### config.mk
export PLATFORM = sky130hd
export DESIGN_NAME = stby_ctrl
export DESIGN_NICKNAME = d
export VERILOG_FILES = /design/src/rtl/stby_pkg.sv /design/src/rtl/stby_req_eval.sv /design/src/rtl/stby_stab_timer.sv /design/src/rtl/stby_seq.sv /design/src/rtl/stby_ctrl.sv
export SDC_FILE = /design/constraint.sdc
export NUM_CORES = 1
export LEC_CHECK = 0
export CORE_MARGIN = 4
export CORE_UTILIZATION = 50
export CTS_CLUSTER_DIAMETER = 150
export CTS_CLUSTER_SIZE = 12
export DETAILED_ROUTE_END_ITERATION = 8
export PLACE_DENSITY = 0.79
export SYNTH_ARGS = -nofsm -noshare
export SYNTH_HDL_FRONTEND = slang
export SYNTH_SLANG_ARGS = --single-unit
### constraint.sdc
create_clock -name clk -period 3.3 [get_ports clk]
set_input_delay 0.99 -clock clk [delete_from_list [all_inputs] [get_ports clk]]
set_output_delay 0.99 -clock clk [all_outputs]
set_load 0.005 [all_outputs]
### src/rtl/stby_pkg.sv
// Shared types and helpers for the standby controller.
// Assumes 2-bit levels where a smaller value means higher priority and 2'b11 means disabled.
package stby_pkg;
    typedef enum logic [1:0] {
        ST_RUN    = 2'd0,
        ST_SLEEP  = 2'd1,
        ST_STOP   = 2'd2,
        ST_SETTLE = 2'd3
    } stby_state_t;

    localparam int unsigned LVL_W   = 2;
    localparam logic [1:0]  LVL_OFF = 2'b11;

    // Branch decision: the request level must beat the mask and interrupts must be enabled.
    function automatic logic accept_f(input logic [1:0] lvl, input logic [1:0] mask, input logic ie);
        return ie && (lvl < mask);
    endfunction
endpackage

### src/rtl/stby_req_eval.sv
// Request evaluator: finds whether any request is live and the best (smallest) live level.
// Purely combinational; assumes levels are packed two bits per request.
module stby_req_eval
    import stby_pkg::*;
#(
    parameter int unsigned NUM_REQ = 4
) (
    input  logic [NUM_REQ-1:0]       req,
    input  logic [NUM_REQ*LVL_W-1:0] lvl,
    output logic                     any_live,
    output logic [LVL_W-1:0]         best_lvl
);
    logic [NUM_REQ-1:0] live;
    logic [LVL_W-1:0]   lvl_eff [NUM_REQ];

    // One qualifier per request: live only when flagged and not disabled.
    for (genvar i = 0; i < NUM_REQ; i++) begin : g_req
        assign live[i]    = req[i] && (lvl[i*LVL_W +: LVL_W] != LVL_OFF);
        assign lvl_eff[i] = live[i] ? lvl[i*LVL_W +: LVL_W] : LVL_OFF;
    end

    // Reduce to the numerically smallest live level.
    always_comb begin
        best_lvl = LVL_OFF;
        for (int i = 0; i < NUM_REQ; i++) begin
            if (lvl_eff[i] < best_lvl) best_lvl = lvl_eff[i];
        end
    end

    assign any_live = |live;
endmodule

### src/rtl/stby_stab_timer.sv
// Oscillator settling counter: loads 2^E-1 for the selected exponent and counts down to zero.
// Assumes load and run are never both high; done is high whenever the count is zero.
module stby_stab_timer #(
    parameter int unsigned EXP0 = 4,
    parameter int unsigned EXP1 = 8,
    parameter int unsigned EXP2 = 12,
    parameter int unsigned EXP3 = 14
) (
    input  logic       clk,
    input  logic       rst_n,
    input  logic       load,
    input  logic [1:0] sel,
    input  logic       run,
    output logic       done
);
    localparam int unsigned MAX01 = (EXP0 > EXP1) ? EXP0 : EXP1;
    localparam int unsigned MAX23 = (EXP2 > EXP3) ? EXP2 : EXP3;
    localparam int unsigned CNT_W = (MAX01 > MAX23) ? MAX01 : MAX23;

    logic [CNT_W-1:0] cnt_q;

    // Start value for each select code.
    function automatic logic [CNT_W-1:0] span_m1(input logic [1:0] s);
        case (s)
            2'd0:    return (CNT_W'(1) << EXP0) - CNT_W'(1);
            2'd1:    return (CNT_W'(1) << EXP1) - CNT_W'(1);
            2'd2:    return (CNT_W'(1) << EXP2) - CNT_W'(1);
            default: return (CNT_W'(1) << EXP3) - CNT_W'(1);
        endcase
    endfunction

    // Counter register: load on stop wake, decrement while settling.
    always_ff @(posedge clk) begin
        if (!rst_n)                     cnt_q <= '0;
        else if (load)                  cnt_q <= span_m1(sel);
        else if (run && cnt_q != '0)    cnt_q <= cnt_q - CNT_W'(1);
    end

    assign done = (cnt_q == '0);
endmodule

### src/rtl/stby_seq.sv
// Standby sequencer: run/sleep/stop/settle state machine with the wake pulse and accept decision.
// Assumes writes only arrive while the CPU runs; writes seen in any other state are ignored.
module stby_seq
    import stby_pkg::*;
(
    input  logic        clk,
    input  logic        rst_n,
    input  logic        wr,
    input  logic        wr_sleep,
    input  logic        wr_stop,
    input  logic        any_live,
    input  logic [1:0]  best_lvl,
    input  logic [1:0]  mask_lvl,
    input  logic        ie,
    input  logic        tmr_done,
    output stby_state_t state,
    output logic        tmr_load,
    output logic        pulse,
    output logic        accept
);
    stby_state_t state_q;
    logic        held_q;
    logic        decide;

    // Accept decision from the inputs at the wake-detect edge.
    assign decide = accept_f(best_lvl, mask_lvl, ie);

    // State register with the wake pulse and accept outputs.
    always_ff @(posedge clk) begin
        if (!rst_n) begin
            state_q <= ST_RUN;
            pulse   <= 1'b0;
            accept  <= 1'b0;
            held_q  <= 1'b0;
        end else begin
            pulse  <= 1'b0;
            accept <= 1'b0;
            case (state_q)
                ST_RUN: begin
                    if (wr && (wr_sleep || wr_stop) && !any_live)
                        state_q <= wr_stop ? ST_STOP : ST_SLEEP;
                end
                ST_SLEEP: begin
                    if (any_live) begin
                        state_q <= ST_RUN;
                        pulse   <= 1'b1;
                        accept  <= decide;
                    end
                end
                ST_STOP: begin
                    if (any_live) begin
                        state_q <= ST_SETTLE;
                        held_q  <= decide;
                    end
                end
                default: begin
                    if (tmr_done) begin
                        state_q <= ST_RUN;
                        pulse   <= 1'b1;
                        accept  <= held_q;
                    end
                end
            endcase
        end
    end

    assign tmr_load = (state_q == ST_STOP) && any_live;
    assign state    = state_q;
endmodule

### src/rtl/stby_ctrl.sv
// Standby controller top: ties together request evaluation, sequencing and oscillator settling.
// Assumes a free-running clk independent of the CPU clock it halts; reset is synchronous, active low.
module stby_ctrl
    import stby_pkg::*;
#(
    parameter int unsigned NUM_REQ = 4,
    parameter int unsigned EXP0    = 4,
    parameter int unsigned EXP1    = 8,
    parameter int unsigned EXP2    = 12,
    parameter int unsigned EXP3    = 14
) (
    input  logic                 clk,
    input  logic                 rst_n,
    input  logic                 ctl_wr,
    input  logic                 ctl_sleep,
    input  logic                 ctl_stop,
    input  logic [NUM_REQ-1:0]   irq_req,
    input  logic [2*NUM_REQ-1:0] irq_lvl,
    input  logic [1:0]           cpu_mask_lvl,
    input  logic                 cpu_ie,
    input  logic [1:0]           stab_sel,
    output logic                 cpu_clk_halt,
    output logic                 osc_en,
    output logic                 stab_busy,
    output logic                 wake_pulse,
    output logic                 wake_accept,
    output logic                 sleep_rd,
    output logic                 stop_rd
);
    logic        any_live;
    logic [1:0]  best_lvl;
    logic        tmr_load;
    logic        tmr_done;
    stby_state_t state;

    // Live-request detection and best level.
    stby_req_eval #(.NUM_REQ(NUM_REQ)) u_eval (
        .req      (irq_req),
        .lvl      (irq_lvl),
        .any_live (any_live),
        .best_lvl (best_lvl)
    );

    // Mode sequencing.
    stby_seq u_seq (
        .clk      (clk),
        .rst_n    (rst_n),
        .wr       (ctl_wr),
        .wr_sleep (ctl_sleep),
        .wr_stop  (ctl_stop),
        .any_live (any_live),
        .best_lvl (best_lvl),
        .mask_lvl (cpu_mask_lvl),
        .ie       (cpu_ie),
        .tmr_done (tmr_done),
        .state    (state),
        .tmr_load (tmr_load),
        .pulse    (wake_pulse),
        .accept   (wake_accept)
    );

    // Oscillator settling count.
    stby_stab_timer #(.EXP0(EXP0), .EXP1(EXP1), .EXP2(EXP2), .EXP3(EXP3)) u_tmr (
        .clk   (clk),
        .rst_n (rst_n),
        .load  (tmr_load),
        .sel   (stab_sel),
        .run   (state == ST_SETTLE),
        .done  (tmr_done)
    );

    // Output decode from the sequencer state.
    assign cpu_clk_halt = (state != ST_RUN);
    assign osc_en       = (state != ST_STOP);
    assign stab_busy    = (state == ST_SETTLE);
    assign sleep_rd     = (state == ST_SLEEP);
    assign stop_rd      = (state == ST_STOP) || (state == ST_SETTLE);
endmodule

# Word level (Yosys, flattened, before mapping)
# Index checks and enable logic that the tools add are counted.
# op_classes
n_addsub	1
n_lt_le_gt_ge	5
n_eq_ne	13
n_mux	23
reduce_logical	23
# ops
cell	count
one-hot mux 14 bit (3 select lines)	1
two-way mux 14 bit	2
two-way mux 2 bit	13
logical NOT 14 bit	1
nonzero test 14 bit	1
subtractor 14 x 1 -> 14 bit, second input constant	1
inequality test 2 bit, second input constant	5
logical AND 1 bit	9
< comparator 2 bit	4
equality test 2 bit, second input constant	3
inequality test 2 x 1 -> 1 bit, second input constant	3
one-hot mux 2 bit (3 select lines)	1
equality test 2 x 1 -> 1 bit, second input constant	2
logical NOT 2 bit	2
two-way mux 1 bit	4
one-hot mux 1 bit (2 select lines)	2
AND reduction 4 bit	1
nonzero test 2 bit	2
nonzero test 4 bit	1
OR reduction 4 bit	1
logical OR 1 bit	2
< comparator 2 bit, second input constant	1
AND reduction 2 bit	1
OR reduction 2 bit	1
logical NOT 1 bit	1
# totals
reg_bits	19
input_bits	22
output_inout_bits	7

# Depth between registers and ports, before layout
# Gate-level depths: netlist (run 1).
# depth
word_depth	15
mapped_depth	8
depth_no_buf	8

# Cells and area by module
# Synthesis (run 1) repeated with hierarchy kept, for this count alone.
# hier_totals
hier_cells	164
hier_area_um2	1345.0
# by_module_without_submodules
mod	n_inst	cells_each	area_per_inst_um2	seq_area_each_um2
stby_stab_timer	1	100	833.3	280.3
stby_seq	1	29	274.0	100.1
stby_req_eval	1	30	207.7	0.0
stby_ctrl	1	5	30.0	0.0

# Least setup slack after synthesis (run 1)
# Ideal clock, no wire load.
# synth_timing
kind	in2reg
from	input irq_req[0]
to	register u_tmr.cnt_q[1]
setup_ns	0.127
arrival_time_ns	2.558
slack_ns	0.615
cell_stages	6
path_buffers	2
path_cell_list	a21boi_0 a2111oi_1 nand2b_1 clkbuf_1 buf_2 a21boi_0
# synth_via
elab_chain_cells	4
word_cells_on_any_way	5
classes_between	mux (1); reduce/logical (4)
# synth_rtl
item	line_no	text
start, declared	stby_ctrl.sv:17	input logic [NUM_REQ-1:0] irq_req,
logical AND 1 bit (*)	stby_req_eval.sv:18	assign live[i] = req[i] && (lvl[i*LVL_W +: LVL_W] != LVL_OFF);
OR reduction 4 bit (*)	stby_req_eval.sv:30	assign any_live = |live;
logical AND 1 bit (*)	stby_seq.sv:67	assign tmr_load = (state_q == ST_STOP) && any_live;
two-way mux 14 bit / nonzero test 2 bit (equally long branches)	n/a	
end signal, assigned	stby_stab_timer.sv:35	else if (load) cnt_q <= span_m1(sel);
end signal, assigned	stby_stab_timer.sv:36	else if (run && cnt_q != '0) cnt_q <= cnt_q - CNT_W'(1);
end, declared	stby_stab_timer.sv:20	logic [CNT_W-1:0] cnt_q;
# Mark *: on every way between the ends. The rest lies on a longest branch, timed or not.
# A chain may end at the register's enable or synchronous reset.

# Worst setup path in the final report (run 1)
# layout_timing
from	register u_seq.state_q[0], in the netlist u_seq.state[0]
to	output stop_rd
# layout_via
elab_chain_cells	2
word_cells_on_any_way	3
classes_between	eq/ne (2); reduce/logical (1)
# layout_rtl
item	line_no	text
start, declared	stby_seq.sv:21	stby_state_t state_q;
start signal, assigned	stby_seq.sv:41	state_q <= wr_stop ? ST_STOP : ST_SLEEP;
equality test 2 bit	stby_ctrl.sv:77	assign stop_rd = (state == ST_STOP) || (state == ST_SETTLE);
logical OR 1 bit (*)	stby_ctrl.sv:77	
end, declared	stby_ctrl.sv:28	output logic stop_rd
# Marks and branches as above.

==> results of run 1 <==
-- Yosys cell counts, drive strengths merged, types with 3 or more instances --
master  number  share of area [%]
nor4         7                3.9
a21boi       8                4.6
or3          3                1.4
inv         13                3.8
nor2         6                1.7
a21oi       12                4.6
o21ai        4                1.5
dfxtp       19                 29
nand3        3                1.2
nand2b       7                3.4
nor3         3                1.2
or4          3                2.0
nand2        6                1.7
xnor2       11                7.4
ha          12                 12
-- sequential cells by signal, summed over array words and instances (netlist names) --
name	count
u_seq.held_q	1
u_seq.accept	1
u_tmr.cnt_q	14
u_seq.pulse	1
u_seq.state	2
-- worst max-delay path: stages, from the launching register on --
cell	delay, ps
dfxtp_1	400
inv_1	80
ha_1	260
or2_2	300
clkdlybuf4s50_1	450
-- area by class of cell --
class | instances | area share (%)
Inverter | 13 | 2.96
Sequential cell | 19 | 23.0
Tap cell | 30 | 2.27
Clock inverter | 1 | 0.303
Clock buffer | 3 | 1.36
Multi-Input combinational cell | 111 | 51.7
Timing Repair Buffer | 31 | 18.3
-- cells by family after synthesis --
kind of cell | count (synthesis) | synth area share, %
muxes | 2 | 1.64
xor gates and xnor gates | 11 | 7.41
DFF | 19 | 29.3
buffers and inverters | 17 | 5.10
and+or+nand+nor | 47 | 22.6
AOI/OAI and AO/OA | 39 | 22.4
adders and majority gates | 12 | 11.5
-- stage by stage --
stage               total power [mW]  util, %
global placement               0.880     65.5
CTS                             1.02     66.6
detailed placement             0.902     65.5
finish                          1.02     66.6
floorplan                      0.734        -
global route                    1.10     66.6
-- path summary, 6_finish.rpt --
| check | cells after the start | start | endpoint |
|---|---|---|---|
| setup / recovery | 4 | u_seq.state[0] | stop_rd |
| hold reg to reg | 2 | u_seq.held_q | u_seq.held_q |
| setup reg to reg | 7 | u_tmr.cnt_q[0] | u_seq.state[0] |
| hold / removal | 2 | u_seq.held_q | u_seq.held_q |
-- where the power goes --
| part | internal [mW] | switching (mW) | total, mW |
|---|---|---|---|
| combinational | 0.261 | 0.296 | 0.557 |
| sequential | 0.284 | 0.0573 | 0.342 |
| clock | 0.0452 | 0.0711 | 0.116 |
| total | 0.591 | 0.424 | 1.02 |
-- layer usage --
metal | up-vias | wire (um)
met5 | - | 0
met4 | 0 | 57
met3 | 10 | 201
met2 | 39 | 1470
met1 | 554 | 1210
li1 | 601 | -
==> summary by stage, run 1 <==
Status
The flow ran to the end, and the final reports show no timing, DRC or antenna violations.

Floorplanning
The die height is 59.0 um. The core area is 0.00248 mm^2. Measured along the x axis, the die boundary spans around 60 um. The full die area is 0.00348 mm^2. For this configuration, the core starts out at a cell density of 52.5%. The number of placed I/O pins is 29.

The number of placement rows is 18.

GRT
In the global route stage, met1 resource usage came out at 20.5%. The via count of the first global-routing pass is 1221. The initial antenna violation count is 0. The first global-routing pass estimated 5.04 mm of wire. The global-route track usage on met2 is 32.8%. For met3 alone, demand over resource in global routing was 6.32%. The overall overflow remaining after global route is 0. The layer carrying the most global-route usage is met2. The largest net degree at the start of global routing is 14. Global routing consumed, over all layers together, a little under a fifth of the routing resources.

Placement
Prior to clock tree synthesis, the placed netlist has a worst setup slack of 282 ps. In this run the cell area measured after placement is ~0.0016 mm^2. The cell total after placement is 204. Buffers placed on the I/O ports in this run total 28.

The detailed-placement wirelength estimate is 2.48 mm. The final weighted congestion in routability-driven placement is 0.901.

Synthesis
The average cell area after synthesis is 8.84 um^2. The synthesized design contains 0 enable-type register cells. For this run, the leading register cell type out of synthesis is dfxtp_1.

In this run, distinct cell masters in the synthesized netlist total 42. The warning count from the yosys run is 0. The sequential share of the synthesized area is 29.3%.

The synthesized instance count is 147. The netlist area before placement is 0.00130 mm^2. The fraction of synthesis flops using an asynchronous set or reset pin is 0%. The number of nets in the synthesized netlist is 181. Synthesis inferred 19 register bits.

Finish
The design area is 0.00165 mm^2. Of the cells placed in the final design, the portion with a size suffix greater than 1 is a little under a tenth. The number of antenna diodes in the final layout is 0. The final net count is about 210.

The layout filler cell count is 217. In the final layout, flip-flops and latches occupy 380 um^2. The layout-stage area growth over the synthesis result is 26.9%. The final standard cell count with taps included and fillers excluded is 208. In the layout the commonest cells are 28 x clkdlybuf4s50_1, 19 x dfxtp_1, 13 x inv_1. Summing all multi-input logic gate instances after layout gives 853 um^2. The library cell used most frequently in the layout, excluding fill and tap cells, is clkdlybuf4s50_1.

Drt
The total iterations of the first detailed-routing run is 4. The aggregate routed wire length is 2.94 mm. In this run the remaining antenna-violating nets after routing total 0. The starting DRC count in detailed routing is 49. The detailed-route vias per instance is 5.79. After detailed routing, the average wire length per cell comes to 14.1 um. Detailed routing inserted a total of 1204 vias. After detailed routing, the number of remaining DRC violations is 0.

Worst setup path
The required time at the endpoint of the critical path is 2310 ps. The category of the worst setup path launch point is a flop. The top fanout value on the critical path is 5. The worst setup path is captured at a primary output. Across all register-to-register paths, the minimum setup slack is between 700 and 800 ps.

For the worst setup path, the data arrival time is 1780 ps. The worst setup path category is reg -> out.

STA
On the final layout, the worst hold slack is 481 ps. The pin slew with the least headroom to its limit is 604 ps. Setup repair after global routing left no endpoint under its margin.

After layout, the minimum clock period comes to 2770 ps. The post-route clock skew is 16.0 ps. Static timing analysis puts the maximum clock frequency at 0.360 GHz. The normalized max-slew margin is between 50 and 60%. Setup slack on the critical path of the routed design comes to approximately 530 ps. The number of pins with negative max-slew slack in the final report came to 0. The worst path uses between 80% and 90% of the clock period. The number of hold-slack violations in the final timing report is 0. The final-report setup violation count is 0. The total negative slack for setup checks is 0 ps.

Pwr
The maximum vdd ir drop is 0.518 mV. The total power per unit cell area is 615 mW/mm^2. The leakage component of the power is 0.630 nW.

CTS
CTS placed an instance of clkbuf_4 at the clock tree root. The clock latency on the worst-skew pair is 300 ps. The CTS tree is yes.

The clock passes through at most 2 buffers. The number of clock buffers inserted by TritonCTS is 3. Post-CTS timing repair inserted 0 buffers for setup. The count of instances resized after the clock tree is built is 0. The total clock sinks is 19. CTS built an H-tree with a depth of 1. The number of buffers inserted for hold repair after clock tree synthesis is 0.

The clock-pin transition on the worst setup and hold timing paths is 110 ps.

Worst hold path
The path class of the tightest hold or removal check is reg -> reg.

Flow run
The reported max-cap violation count is 0.
Note: power is estimated with default switching activity, not from simulation.
==> run 2, diff against run 1 <==
==> constraint.sdc (replaced) <==
create_clock -name clk -period 2.6 [get_ports clk]
set_input_delay 0.78 -clock clk [delete_from_list [all_inputs] [get_ports clk]]
set_output_delay 0.78 -clock clk [all_outputs]
set_load 0.005 [all_outputs]
==> run 2 against run 1 <==
- register-to-register slack got worse by 640 ps
- design area grew 4.9%
- critical path depth is 4 higher
- wire length is 4.6% higher
- sequential share of layout area is 1.0 points lower
- total power rose by 31%
- clock-buffer cell count stayed put
- global-route usage up 0.75 points
- setup slack got worse by 440 ps
==> summary by stage, run 2 (synthesized netlist as in run 1, its figures left out) <==
Pwr
The net switching power of the design is 0.545 mW (was 0.424 mW). The leakage component of the power is 0.680 nW (was 0.630 nW). The proportion of power drawn by flip-flops and latches came to 32.8% (was 33.7%).

The maximum vdd ir drop was 0.740 mV (was 0.518 mV). The clock network fraction of total power came to 11.1% (was 11.5%). The combinational group share of total power is 56.2% (was 54.9%). The internal power summed over all cells is 0.783 mW (was 0.591 mW). The net switching fraction of the power came to 41.0% (was 41.8%).

The total power per unit cell area is 767 mW/mm^2 (was 615 mW/mm^2).

Floorplanning
The full die area is 0.00348 mm^2 (unchanged). The number of placement rows is 18 (unchanged). The starting utilization of the core area is 52.5% (unchanged). The die height was 59.0 um (unchanged). The number of placed I/O pins was 29 (unchanged).

The core area was 0.00248 mm^2 (unchanged). The x dimension of the die is 59.0 um (unchanged).

Drt
The routed wirelength normalized by instance count is 14.2 um (was 14.1 um). The aggregate routed wire length was 3.08 mm (was 2.94 mm). The total iterations of the first detailed-routing run was 4 (unchanged). The detailed-route vias per instance was 5.67 (was 5.79). The detailed-route via count is 1230 (was 1204). The remaining antenna violation count was 0 (unchanged). The number of DRC violations after detailed routing was 0 (unchanged). The starting DRC count in detailed routing is 46 (was 49).

Flow run
The reported max-cap violation count came to 0 (unchanged).

STA
The number of hold-slack violations in the final timing report was 0 (unchanged). The final-report setup violation count is 0 (unchanged). RSZ-0062 raised after global routing: false (unchanged). The normalized max-slew margin is 62.4% (was 59.4%). The pin slew with the least headroom to its limit is 560 ps (was 604 ps). Static timing analysis puts the maximum clock frequency at ~0.40 GHz. The total negative slack for setup checks is 0 ps (unchanged). The smallest clock period supported by the final layout is computed as 2510 ps. The part of the cycle the worst path needs is 96.6%. The number of pins with negative max-slew slack in the final report is 0 (unchanged). The post-route clock skew came to 7.53 ps (was 16.0 ps). The setup slack of the critical path after layout is 89.0 ps (was 525 ps).

CTS
The clock-pin transition on the worst setup and hold timing paths is 110 ps (about the same). The number of clock buffers inserted by TritonCTS came to 3 (unchanged). The clock latency on the worst-skew pair is 300 ps (about the same). The cell at the root of the clock tree is clkbuf_4 (unchanged). The CTS tree is yes (unchanged).

The clock tree buffer depth is 2 (unchanged). The number of levels the H-tree was split into came to 1 (unchanged). The total clock sinks is 19 (unchanged).

Finish
The diode insertion count for antenna repair is 0 (unchanged). The flip-flop count of the largest register, all copies and words added was 14 (unchanged). Most used cells in the layout excluding fill and tap cells: 28 x clkdlybuf4s50_1, 18 x dfxtp_1, 13 x inv_1 (was 28 x clkdlybuf4s50_1, 19 x dfxtp_1, 13 x inv_1). The layout-stage area growth over the synthesis result was 33.2% (was 26.9%). The final net count is 222 (was 213). The layout filler cell count came to 217 (unchanged). The fraction of layout cells with a size suffix above 1 is 15.5% (was 9.55%). The final standard cell count with taps included and fillers excluded was 217 (was 208). The post-route core utilization is 69.9% (was 66.6%). The design area is 0.00173 mm^2 (was 0.00165 mm^2). The most common cell after layout, fill and taps aside is clkdlybuf4s50_1 (unchanged). The register with the most flip-flops is u_tmr.cnt_q (unchanged).

Worst setup path
The top fanout value on the critical path is 2 (was 5). In this design, the critical path's most frequently occurring cell is ha_1. The element type at the critical path end is a flop (was primary output). The highest-delay cell along the critical path is clkdlybuf4s50_1 (unchanged). Ordered cell list for the critical path: clkdlybuf4s50_1 -> nand2b_1 -> ha_1 -> ha_1 -> ha_1 -> ha_1 -> or3_1 -> o22ai_1 (was inv_1 -> ha_1 -> or2_2 -> clkdlybuf4s50_1). The required time at the endpoint of the critical path was 2820 ps (was 2310 ps). The worst setup path category is in -> reg (was reg -> out). The category of the worst setup path launch point is an input port (was flop). The endpoint arrival time on the critical path came to 2740 ps (was 1780 ps). The maximum single-stage delay on the critical path came to 420 ps (was 450 ps).

GRT
The overall overflow remaining after global route came to 0 (unchanged). The initial antenna violation count is 0 (unchanged). The aggregate global-route resource usage came to 19.4% (was 18.7%).

The largest net degree at the start of global routing came to 13 (was 14). The wire length of the first global-routing pass is 5.24 mm (was 5.04 mm). The via count of the first global-routing pass is 1237 (was 1221).

Placement
The detailed-placement wirelength estimate is 2.54 mm (was 2.48 mm). The cell total after placement is 213 (was 204). The final weighted congestion in routability-driven placement is 0.848 (was 0.901).

The area after detailed placement is 0.00169 mm^2 (was 0.00162 mm^2). The quantity of I/O buffers inserted on ports is 28 (unchanged). The placement-stage worst setup slack came to -232 ps (was 282 ps).

Status
Status: finished clean (unchanged).

Worst hold path
The type of the worst min-delay path is reg -> reg (unchanged).
-- run 2: timing repair --
action	in CTS	in global routing
hold buffers	0	0
endpoints found under the setup margin	0	4
resized for setup	0	3
setup buffers	0	0
-- run 2: path summary, 6_finish.rpt --
kind | slack (ps) | endpoint | startpoint | cells past startpoint
worst max-delay path | 90 | u_seq.accept | irq_lvl[3] | 8
worst min-delay path | 500 | u_seq.held_q | u_seq.held_q | 2
worst max register to register | 110 | u_seq.state[0] | u_tmr.cnt_q[0] | 7
worst min register to register | 500 | u_seq.held_q | u_seq.held_q | 2
-- run 2: final cells by class --
cell class                      instances  area, um^2  share of cell area (%)
Clock inverter                          1        5.00                   0.289
Timing Repair Buffer                   40         370                    21.4
Multi-Input combinational cell        111         866                    50.0
Clock buffer                            3        22.5                    1.30
Sequential cell                        19         382                    22.0
Tap cell                               30        37.5                    2.17
Inverter                               13        48.8                    2.82
-- run 2: metal layers --
| layer | share of wire, % | vias up | global-route usage, % |
|---|---|---|---|
| li1 | - | 621 | - |
| met1 | 41 | 573 | 23.2 |
| met2 | 52 | 32 | 34.2 |
| met3 | 5.3 | 4 | 5.23 |
| met4 | 0.94 | 0 | 4.85 |
| met5 | 0 | - | 0 |
-- run 2: stage by stage --
step	power (mW)	hold WS, ps
global placement	1.15	454
detailed placement	1.17	478
CTS	1.33	480
floorplan	0.932	441
finish	1.33	501
global route	1.44	549
-- run 2: power by group through the flow --
stage / sequential, mW / clock [mW] / combinational [mW]
2_1_floorplan: 0.422 / 0 / 0.509
6_report: 0.435 / 0.147 / 0.746
3_3_place_gp: 0.433 / 0 / 0.718
3_5_place_dp: 0.441 / 0 / 0.731
5_1_grt: 0.445 / 0.169 / 0.821
4_1_cts: 0.433 / 0.155 / 0.740
-- run 2: worst max-delay path: cells and delay by family --
family                   cells  cell delay (ps)
AO/OA/AOI/OAI                1              160
AND/OR/NAND/NOR              2              550
adder cells (fa/ha/maj)      4              830
buffers and inverters        1              420
==> run 3, diff against run 2 <==
--- a/config.mk
+++ b/config.mk
@@ -5,11 +5,10 @@
 export SDC_FILE = /design/constraint.sdc
 export NUM_CORES = 1
 export LEC_CHECK = 0
-export CORE_MARGIN = 4
 export CORE_UTILIZATION = 50
 export CTS_CLUSTER_DIAMETER = 150
-export CTS_CLUSTER_SIZE = 12
 export DETAILED_ROUTE_END_ITERATION = 8
+export HOLD_SLACK_MARGIN = 0.12
 export PLACE_DENSITY = 0.79
 export SYNTH_ARGS = -nofsm -noshare
 export SYNTH_HDL_FRONTEND = slang
==> run 3 against run 2 <==
- non-clock buffer count rose by 2
- final cell count grew 0.92%
- design area is 1.7% higher
- first-iteration DRC count shrank 87%
- via count is 1.7% lower
- worst hold slack got worse by 20 ps
- clock skew down 5.5 ps
- sequential share of layout area decreased by 0.36 points
- critical endpoint is now stop_rd
- largest power group unchanged
==> summary by stage, run 3 (synthesized netlist as in run 1, its figures left out) <==
Floorplanning
The core area is 0.00248 mm^2 (unchanged). The full die area is 0.00281 mm^2 (was 0.00348 mm^2). The number of placement rows is 18 (unchanged). The starting utilization of the core area is 52.5% (unchanged). The x dimension of the die came to 53.0 um (was 59.0 um). The die height is 53.0 um (was 59.0 um).

The number of placed I/O pins came to 29 (unchanged).

Worst setup path
The reg-to-reg endpoint is u_seq.state[0] (unchanged). The depth of the worst register-to-register path is 7 (unchanged). The endpoint arrival time on the critical path is 1710 ps (was 2740 ps). The required time at the endpoint of the critical path is 1820 ps (was 2820 ps). The element type at the critical path end is a primary output (was flop).

The origin of the critical flop-to-flop path is u_tmr.cnt_q[0] (unchanged). The reg2reg setup slack came to 120 ps (was 110 ps). The category of the worst setup path launch point is a flop (was input port).

The top fanout value on the critical path is 5 (was 2). The worst setup path category was reg -> out (was in -> reg).

Drt
The detailed-route vias per instance is 5.52 (was 5.67). The detailed route wirelength on metal2 is 1.58 mm (was 1.61 mm). The total iterations of the first detailed-routing run was 2 (was 4). The aggregate routed wire length is 2.93 mm (was 3.08 mm). The highest layer used for signal routing is met4 (unchanged). The detailed-routing wirelength on met1 is 1.22 mm (was 1.28 mm). The starting DRC count in detailed routing is 6 (was 46). The remaining antenna violation count is 0 (unchanged).

The detailed-route via count is 1209 (was 1230). The number of DRC violations after detailed routing is 0 (unchanged). The routed wirelength normalized by instance count is 13.4 um (was 14.2 um).

The routed length on met3 is 100 um (was 162 um).

Pwr
The maximum vdd ir drop is 0.625 mV (was 0.740 mV). The leakage component of the power is 0.708 nW (was 0.680 nW). The overall power after layout is 1.36 mW (was 1.33 mW). The total power per unit cell area was 772 mW/mm^2 (was 767 mW/mm^2).

Placement
The detailed-placement wirelength estimate is 2.45 mm (was 2.54 mm). The final weighted congestion in routability-driven placement is 0.802 (was 0.848). The quantity of I/O buffers inserted on ports is 28 (unchanged).

GRT
The overall overflow remaining after global route is 0 (unchanged). The initial antenna violation count came to 0 (unchanged). The largest net degree at the start of global routing came to 11 (was 13). The wire length of the first global-routing pass is 4.95 mm (was 5.24 mm). The aggregate global-route resource usage is 23.8% (was 19.4%). The via count of the first global-routing pass is 1199 (was 1237).

Finish
The fraction of layout cells with a size suffix above 1 came to 15.9% (was 15.5%). The footprint of the multi-input gates is 863 um^2 (was 866 um^2). The post-route core utilization is 71.1% (was 69.9%).

The layout filler cell count is 202 (was 217). Most used cells in the layout excluding fill and tap cells: 26 x clkdlybuf4s50_1, 18 x dfxtp_1, 13 x inv_1, 13 x buf_4, 12 x a21oi_1 (was 28 x clkdlybuf4s50_1, 18 x dfxtp_1, 13 x inv_1). The layout-stage area growth over the synthesis result is 35.4% (was 33.2%). The register with the most flip-flops was u_tmr.cnt_q (unchanged). The flip-flop count of the largest register, all copies and words added is 14 (unchanged). The most common cell after layout, fill and taps aside is clkdlybuf4s50_1 (unchanged). The total area of sequential cells is 382 um^2 (unchanged).

The final net count is 224 (was 222). The diode insertion count for antenna repair is 0 (unchanged).

STA
The number of pins with negative max-slew slack in the final report came to 0 (unchanged). The final-report setup violation count came to 0 (unchanged). The minimum clock period after layout is 2490 ps (was 2510 ps). The part of the cycle the worst path needs is 95.9% (was 96.6%). RSZ-0062 raised after global routing: false (unchanged). The post-route clock skew came to 2.08 ps (was 7.53 ps). The number of hold-slack violations in the final timing report is 0 (unchanged). The final-layout worst hold slack came to 481 ps (was 501 ps).

The pin slew with the least headroom to its limit is 566 ps (was 560 ps). The maximum clock rate is 0.401 GHz (was 0.398 GHz). The normalized max-slew margin is 61.9% (was 62.4%).

Worst hold path
The sink of the worst hold path is u_seq.held_q (unchanged). The startpoint of the most critical hold path is u_seq.held_q (unchanged). The type of the worst min-delay path is reg -> reg (unchanged). The worst hold path stage count was 2 (unchanged).

CTS
The clock latency on the worst-skew pair is 290 ps (was 300 ps). The total clock sinks was 19 (unchanged). The clock tree buffer depth is 2 (unchanged). The number of clock buffers inserted by TritonCTS was 3 (unchanged). The CTS tree is yes (unchanged). The number of levels the H-tree was split into is 1 (unchanged). The clock-pin transition on the worst setup and hold timing paths is 110 ps (about the same). The cell at the root of the clock tree is clkbuf_4 (unchanged).

Status
Status: finished clean (unchanged).

Flow run
The reported max-cap violation count is 0 (unchanged).
run 3: changes by cell type in the layout (fill, tap and decap cells not counted), sizes merged:
cell / before / now
buf: 12 / 14
clkdlybuf4s50: 28 / 26
dlymetal6s2s: 0 / 2
clkbuf: 3 / 4
clkinv: 1 / 0
run 3: through the flow:
stage / setup TNS, ps / instance area [um^2] / worst slack (ps) / std cells
finish: 0 / 1760 / 107 / 219
global route: 0 / 1760 / 6.89 / 219
CTS: 0 / 1740 / 40.8 / 219
detailed placement: -2530 / 1720 / -235 / 215
global placement: -1450 / 1720 / -136 / 215
floorplan: 0 / 1300 / 125 / 147
run 3: area by class of cell:
| class | count | area share (%) |
|---|---|---|
| clock buffers | 4 | 1.49 |
| multi-input cells | 111 | 49.0 |
| flip-flops and latches | 19 | 21.7 |
| inverters | 13 | 2.77 |
| well taps | 30 | 2.13 |
| repair buffers | 42 | 22.9 |
run 3: how the worst max path moves through the flow:
stage	cells after the start	start	end
after detailed placement	9	irq_req[1]	u_seq.held_q
after global placement	8	irq_lvl[6]	u_tmr.cnt_q[13]
after CTS	4	u_seq.state[0]	stop_rd
final	4	u_seq.state[0]	stop_rd
after floorplan	6	irq_req[0]	u_tmr.cnt_q[1]
after global routing	9	irq_req[0]	u_seq.held_q
run 3: metal layers:
layer,global-route usage (%),vias up
met1,25.9,561
met5,0,-
met4,6.14,0
li1,-,620
met3,5.17,4
met2,45.6,24
run 3: worst max-delay path, cell delays in order (launching register included):
cell and delay [ps]:
dfxtp_2 370, inv_1 70, ha_1 240, or2_2 300
clkdlybuf4s50_1 440
run 3: what timing repair did:
item                                    4_1_cts  5_1_grt
endpoints found under the hold margin         0        0
endpoints found under the setup margin        0        3
buffers inserted                              0        0
hold buffers                                  0        0
gates resized for setup                       0        5
run 3: power breakdown:
part	switching, mW	total, mW	internal, mW
Combinational	0.388	0.778	0.390
Clock	0.0873	0.147	0.0596
Sequential	0.0727	0.435	0.362
